## src/rtl/ptp_tx_stamp_wb.sv

```systemverilog
module ptp_tx_stamp_wb #(
  parameter int AW      = 32,
  parameter int LW      = 16,
  parameter int IDW     = 16,
  parameter int PAD_OFS = 16
) (
  input  logic           clk,
  input  logic           rst_n,
  input  logic           cfg_pad_en,
  input  logic [LW-1:0]  cfg_tx_thresh,
  input  logic           desc_valid,
  output logic           desc_ready,
  input  logic [AW-1:0]  desc_cb_ptr,
  input  logic           desc_cb_here,
  input  logic           desc_ptp,
  input  logic [LW-1:0]  desc_data_len,
  input  logic [LW-1:0]  desc_frame_len,
  input  logic           desc_irq_en,
  input  logic [IDW-1:0] desc_frame_id,
  input  logic           tx_valid,
  input  logic [7:0]     tx_data,
  input  logic [63:0]    timer_now,
  output logic           mem_wvalid,
  output logic [AW-1:0]  mem_waddr,
  output logic [31:0]    mem_wdata,
  input  logic           mem_wready,
  output logic           bd_close,
  output logic           bd_err,
  output logic           irq_txf,
  output logic [31:0]    ts_hi,
  output logic [31:0]    ts_lo,
  output logic [IDW-1:0] ts_id,
  output logic           ts_evt
);

  localparam logic [7:0]    SFD     = 8'hAB;
  localparam logic [AW-1:0] OFS_HI  = AW'(PAD_OFS);
  localparam logic [AW-1:0] OFS_LO  = AW'(PAD_OFS + 4);

  typedef enum logic [2:0] {S_IDLE, S_SFD, S_HI, S_LO, S_CLOSE} st_t;

  st_t            st;
  logic [AW-1:0]  ptr_q;
  logic [IDW-1:0] id_q;
  logic           irq_q, err_q, wb_q;

  wire len_ok  = (desc_data_len == desc_frame_len) || (desc_data_len > cfg_tx_thresh);
  wire take    = desc_valid && desc_ready;
  wire sfd_hit = (st == S_SFD) && tx_valid && (tx_data == SFD);

  assign desc_ready = (st == S_IDLE);
  assign mem_wvalid = (st == S_HI) || (st == S_LO);
  assign mem_waddr  = ptr_q + ((st == S_LO) ? OFS_LO : OFS_HI);
  assign mem_wdata  = (st == S_LO) ? ts_lo : ts_hi;
  assign bd_close   = (st == S_CLOSE);
  assign bd_err     = bd_close && err_q;
  assign irq_txf    = bd_close && irq_q;

  always_ff @(posedge clk) begin
    if (!rst_n) begin
      st     <= S_IDLE;
      ptr_q  <= '0;
      id_q   <= '0;
      irq_q  <= 1'b0;
      err_q  <= 1'b0;
      wb_q   <= 1'b0;
      ts_hi  <= '0;
      ts_lo  <= '0;
      ts_id  <= '0;
      ts_evt <= 1'b0;
    end else begin
      ts_evt <= 1'b0;
      unique case (st)
        S_IDLE: if (take) begin
          ptr_q <= desc_cb_ptr;
          id_q  <= desc_frame_id;
          irq_q <= desc_irq_en;
          err_q <= !desc_cb_here || !len_ok;
          wb_q  <= cfg_pad_en && desc_ptp && desc_cb_here && len_ok;
          st    <= S_SFD;
        end
        S_SFD: if (sfd_hit) begin
          ts_hi  <= timer_now[63:32];
          ts_lo  <= timer_now[31:0];
          ts_id  <= id_q;
          ts_evt <= 1'b1;
          st     <= wb_q ? S_HI : S_CLOSE;
        end
        S_HI:    if (mem_wready) st <= S_LO;
        S_LO:    if (mem_wready) st <= S_CLOSE;
        S_CLOSE: st <= S_IDLE;
        default: st <= S_IDLE;
      endcase
    end
  end


  beat_hold_chk: assert property (@(posedge clk) disable iff (!rst_n)
    mem_wvalid && !mem_wready |=> mem_wvalid && $stable(mem_waddr) && $stable(mem_wdata));


  close_vs_write_chk: assert property (@(posedge clk) disable iff (!rst_n)
    !(bd_close && mem_wvalid));


  close_pulse_chk: assert property (@(posedge clk) disable iff (!rst_n)
    bd_close |=> !bd_close);


  irq_with_close_chk: assert property (@(posedge clk) disable iff (!rst_n)
    irq_txf |-> bd_close);


  no_write_disabled_chk: assert property (@(posedge clk) disable iff (!rst_n)
    mem_wvalid |-> cfg_pad_en);


  busy_ready_chk: assert property (@(posedge clk) disable iff (!rst_n)
    desc_valid && desc_ready |=> !desc_ready);

endmodule

```

## config.mk

```make
export PLATFORM = sky130hd
export DESIGN_NAME = ptp_tx_stamp_wb
export DESIGN_NICKNAME = d
export VERILOG_FILES = /design/src/rtl/ptp_tx_stamp_wb.sv
export SDC_FILE = /design/constraint.sdc
export NUM_CORES = 1
export LEC_CHECK = 0
export ABC_AREA = 1
export CAP_MARGIN = 20
export CORE_MARGIN = 3
export CORE_UTILIZATION = 40
export DETAILED_ROUTE_END_ITERATION = 10
export DONT_BUFFER_PORTS = 1
export GPL_ROUTABILITY_DRIVEN = 0
export HOLD_SLACK_MARGIN = 0.06
export PLACE_DENSITY = 0.64
export SLEW_MARGIN = 20
export SYNTH_ARGS = -nofsm -noshare
export SYNTH_HDL_FRONTEND = slang
export SYNTH_SLANG_ARGS = --single-unit
```

## constraint.sdc

```tcl
create_clock -name clk -period 4.99 [get_ports clk]
set_input_delay 0.499 -clock clk [delete_from_list [all_inputs] [get_ports clk]]
set_output_delay 0.499 -clock clk [all_outputs]
set_load 0.005 [all_outputs]
```

==> impl_metrics.prom <==
# TYPE chip_impl_metric gauge
chip_impl_info{name="outcome",value="complete, no violations"} 1
chip_impl_metric{name="initial_core_util",unit="%"} 41.8
chip_impl_metric{name="crit_fanout",unit=""} 5
chip_impl_metric{name="fp.coreArea",unit="sq mm"} 0.0155
chip_impl_metric{name="via_count_of_the_first_global_routing_pass",unit=""} 5285
chip_impl_info{name="routed.top_layer",value="met5"} 1
chip_impl_metric{name="wl_met1",unit="mm"} 7.36
chip_impl_metric{name="cellLeakagePower",unit="nW"} 2.89
chip_impl_metric{name="count_of_hold_fix_buffers_inserted_at_cts",unit=""} 0
chip_impl_metric{name="grt_antenna_before_repair",unit=""} 2
chip_impl_metric{name="max_cap_violations",unit=""} 0
chip_impl_metric{name="detailedRoute.firstIterationViolations",unit=""} 331
chip_impl_metric{name="die_x",unit="microns"} 133
chip_impl_metric{name="setup_viol_count_final",unit=""} 0
chip_impl_metric{name="routed-via-count",unit=""} 5636
chip_impl_metric{name="slew_headroom",unit="%"} 28.3
chip_impl_metric{name="die_h",unit="microns"} 133
chip_impl_metric{name="power_per_cell_area",unit="mW/mm^2"} 450
chip_impl_metric{name="detailedRoute.firstPassIterationCount",unit=""} 4
chip_impl_metric{name="cts-htree-levels",unit=""} 4
chip_impl_metric{name="grt_start_max_net_pins",unit=""} 116
chip_impl_metric{name="fin_nets",unit=""} 1070
chip_impl_metric{name="min_delay_path_depth",unit=""} 2
chip_impl_metric{name="p_switching",unit="mW"} 1.01
chip_impl_metric{name="maxSlewViolCount",unit=""} 0
chip_impl_metric{name="post_synth_num_cell_types",unit=""} 33
chip_impl_metric{name="i_o_pin_cnt",unit=""} 327
chip_impl_metric{name="worstSkewPairLatency",unit="ns"} 0.41
chip_impl_metric{name="synthesis.yosys.warnings",unit=""} 0
chip_impl_metric{name="final_ant_viol_nets",unit=""} 0
chip_impl_metric{name="seqPwrFrac",unit="%"} 41.6
chip_impl_metric{name="multiInputGateArea",unit="sq mm"} 0.00326
chip_impl_metric{name="cts_num_sinks",unit=""} 135
chip_impl_metric{name="cts_setup_buffers",unit=""} 0
chip_impl_metric{name="fillers",unit=""} 1622
chip_impl_metric{name="final.min_clock_period",unit="ns"} 3.05
chip_impl_metric{name="final_cell_count_no_fill",unit=""} 1099
chip_impl_metric{name="ctsLongestPathBuffers",unit=""} 2
chip_impl_metric{name="wl_final",unit="mm"} 18.6
chip_impl_metric{name="buffers_added_on_ports",unit=""} 0
chip_impl_metric{name="dieArea",unit="sq mm"} 0.0178
chip_impl_info{name="start_kind",value="register"} 1
chip_impl_metric{name="power.switching_fraction",unit="%"} 31.4
chip_impl_metric{name="synth.ff_latch_count",unit=""} 135
chip_impl_metric{name="number_of_nets_produced_by_synthesis",unit=""} 1095
chip_impl_info{name="type_of_the_setup_path_with_the_least_slack",value="register to output port"} 1
chip_impl_info{name="end_kind",value="output port"} 1
chip_impl_metric{name="placed_cells",unit=""} 1067
chip_impl_metric{name="sequential_cell_area",unit="sq mm"} 0.00270
chip_impl_metric{name="internal_power",unit="mW"} 2.20
chip_impl_metric{name="worst_clock_skew",unit="ns"} 0.0119
chip_impl_metric{name="pwr-share-clk",unit="%"} 38.7
chip_impl_info{name="min_path_type",value="input port to register"} 1
chip_impl_metric{name="synth-seq-area-share",unit="%"} 41.6
chip_impl_metric{name="area_overhead_of_the_layout_relative_to_synthesis",unit="%"} 9.80
chip_impl_metric{name="wl_met2",unit="mm"} 8.90
chip_impl_metric{name="rr_worst_depth",unit=""} 10
chip_impl_metric{name="postSynthCellCount",unit=""} 900
chip_impl_metric{name="grt_usage",unit="%"} 20.2
chip_impl_metric{name="final_min_period_over_clock_period",unit="%"} 61.2
chip_impl_metric{name="worstMarginPinSlew",unit="ns"} 1.07
chip_impl_metric{name="number_of_cells_upsized_or_downsized_after_cts",unit=""} 0
chip_impl_metric{name="worst_supply_voltage_drop_on_vdd",unit="mV"} 0.268
chip_impl_metric{name="netlist_area",unit="sq mm"} 0.00650
chip_impl_info{name="clock_tree_from_tritoncts",value="built"} 1
chip_impl_info{name="setup_repair_after_global_routing_missed_its_margin",value="false"} 1
chip_impl_metric{name="diodes",unit=""} 0
chip_impl_metric{name="routed_wirelength_normalized_by_instance_count",unit="microns"} 16.9
chip_impl_metric{name="inserted_clock_buffers",unit=""} 17
chip_impl_metric{name="met3_wirelength",unit="mm"} 1.98
chip_impl_metric{name="dp_hpwl",unit="mm"} 13.6
chip_impl_metric{name="final_layout_size_suffix_gt1_share",unit="%"} 7.21
chip_impl_metric{name="timing.setup.tns",unit="ns"} 0
chip_impl_metric{name="global_route.overflow_total",unit=""} 0
chip_impl_metric{name="detail_route.drc_violations",unit=""} 0
chip_impl_metric{name="p_comb_share",unit="%"} 19.7
chip_impl_metric{name="syn-mean-instance-area",unit="sq um"} 7.22
chip_impl_metric{name="post_drt_via_cell_ratio",unit=""} 5.13
chip_impl_metric{name="hold_viol",unit=""} 0
chip_impl_info{name="root_buffer",value="clkbuf_16"} 1
chip_impl_metric{name="row_count",unit=""} 45
chip_impl_metric{name="cp.arrival",unit="ns"} 2.56
chip_impl_metric{name="max_clock_freq",unit="MHz"} 327
chip_impl_metric{name="grt_pass1_wl",unit="mm"} 28.7
chip_impl_metric{name="clk_pin_slew",unit="ns"} 0.06
chip_impl_metric{name="crit_required",unit="ns"} 4.49
worst max-delay path, cell delays in order (launching register included):
cell and delay (ns):
dfxtp_1 0.36, inv_2 0.07, nor2_4 0.10, inv_1 0.06, nor2_2 0.09, ha_1 0.19, ha_1 0.17, nor2_1 0.04
inv_1 0.08, nand2_2 0.10, nor2_4 0.13, nand2_2 0.09, nor3_4 0.16, nand2_2 0.10, nor2_2 0.13, nand2_1 0.09
xor2_1 0.19
power by group through the flow:
stage	clock [mW]	sequential, mW	combinational [mW]
2_1_floorplan	0	1.33	0.524
5_1_grt	1.32	1.36	0.729
3_3_place_gp	0	1.35	0.633
6_report	1.24	1.33	0.633
3_5_place_dp	0	1.36	0.641
4_1_cts	1.28	1.33	0.647
state kept, by name, summed over array words and instances, names as in the netlist:
signal	flops
ptr_q	32
err_q	1
st	3
wb_q	1
id_q	16
ts_evt	1
irq_q	1
ts_id	16
ts_hi	32
ts_lo	32
logic make-up (layout without fill, tap and decap cells):
logic type | after synthesis | count (layout) | share of synthesized area (%)
buffers and inverters | 126 | 114 | 8.39
XOR/XNOR | 43 | 43 | 5.79
AO/OA/AOI/OAI | 180 | 180 | 14.7
flip-flops | 135 | 135 | 41.6
adder cells (fa/ha/maj) | 18 | 18 | 3.46
AND/OR/NAND/NOR | 398 | 398 | 26.1
layer usage:
metal	vias to the layer above	global-route usage [%]
li1	2841	-
met1	2514	23.0
met2	256	33.7
met3	21	8.31
met4	4	7.83
met5	-	0
synth_stat cells:
| master | count | area share [%] |
|---|---|---|
| a211oi_1 | 16 | 1.8 |
| nor2_4 | 4 | 0.69 |
| nor2_2 | 3 | 0.29 |
| nand3_2 | 2 | 0.31 |
| clkbuf_2 | 5 | 0.38 |
| xnor2_1 | 16 | 2.2 |
| nand2_4 | 2 | 0.35 |
| nor3_4 | 1 | 0.25 |
| buf_4 | 3 | 0.35 |
| o21ai_0 | 118 | 9.1 |
| o211ai_2 | 1 | 0.19 |
| nand4_1 | 11 | 1.1 |
| a21o_1 | 1 | 0.12 |
| nand2_1 | 145 | 8.4 |
| clkbuf_1 | 27 | 1.6 |
| o211ai_1 | 1 | 0.12 |
| nand3_1 | 8 | 0.62 |
| nand3b_1 | 2 | 0.23 |
| nor4_1 | 5 | 0.48 |
| nor2_1 | 194 | 11 |
| xor2_1 | 27 | 3.6 |
| buf_6 | 6 | 1.0 |
| nand3_4 | 1 | 0.27 |
| nor4b_1 | 1 | 0.13 |
| buf_2 | 8 | 0.62 |
| dfxtp_1 | 135 | 42 |
| inv_1 | 72 | 4.2 |
| inv_2 | 5 | 0.29 |
| nor3_1 | 10 | 0.77 |
| a21oi_1 | 43 | 3.3 |
| nor3_2 | 4 | 0.62 |
| nand2_2 | 5 | 0.48 |
| ha_1 | 18 | 3.5 |
cells in the final DEF, fill, tap and decap left out, types with 10 or more instances in the layout:
master     count
ha_1          18
inv_1         72
nand2_1      144
nand4_1       11
xor2_1        27
a211oi_1      16
nor2_1       194
dfxtp_1      135
nor3_1        10
xnor2_1       16
o21ai_0      118
a21oi_1       43
clkbuf_16     17
area by class of cell:
type / count / share of cell area (%)
Multi-Input combinational cell: 639 / 45.6
Sequential cell: 135 / 37.9
Clock buffer: 19 / 6.06
Inverter: 77 / 4.05
Tap cell: 211 / 3.70
Clock inverter: 13 / 2.19
Timing Repair Buffer: 5 / 0.526
per-stage QoR:
| step | area (sq um) | util [%] | hold slack [ns] | power, mW | setup WS, ns |
|---|---|---|---|---|---|
| after floorplan | 6500 | - | 0.430 | 1.85 | 2.20 |
| after global placement | 6550 | 42.1 | 0.439 | 1.99 | 2.30 |
| after detailed placement | 6550 | 42.1 | 0.443 | 2.00 | 2.28 |
| after CTS | 7140 | 45.9 | 0.200 | 3.26 | 1.89 |
| after global routing | 7140 | 45.9 | 0.216 | 3.41 | 1.65 |
| final | 7140 | 45.9 | 0.228 | 3.21 | 1.94 |
path summary, 6_finish.rpt:
| check | start | endpoint | slack [ns] |
|---|---|---|---|
| setup / recovery | st[0] | mem_waddr[28] | 1.94 |
| hold / removal | rst_n | ptr_q[15] | 0.23 |
| setup reg to reg | st[0] | ts_lo[29] | 2.34 |
| hold reg to reg | id_q[10] | id_q[10] | 0.45 |
No activity file was read; power rests on OpenSTA's default activity.
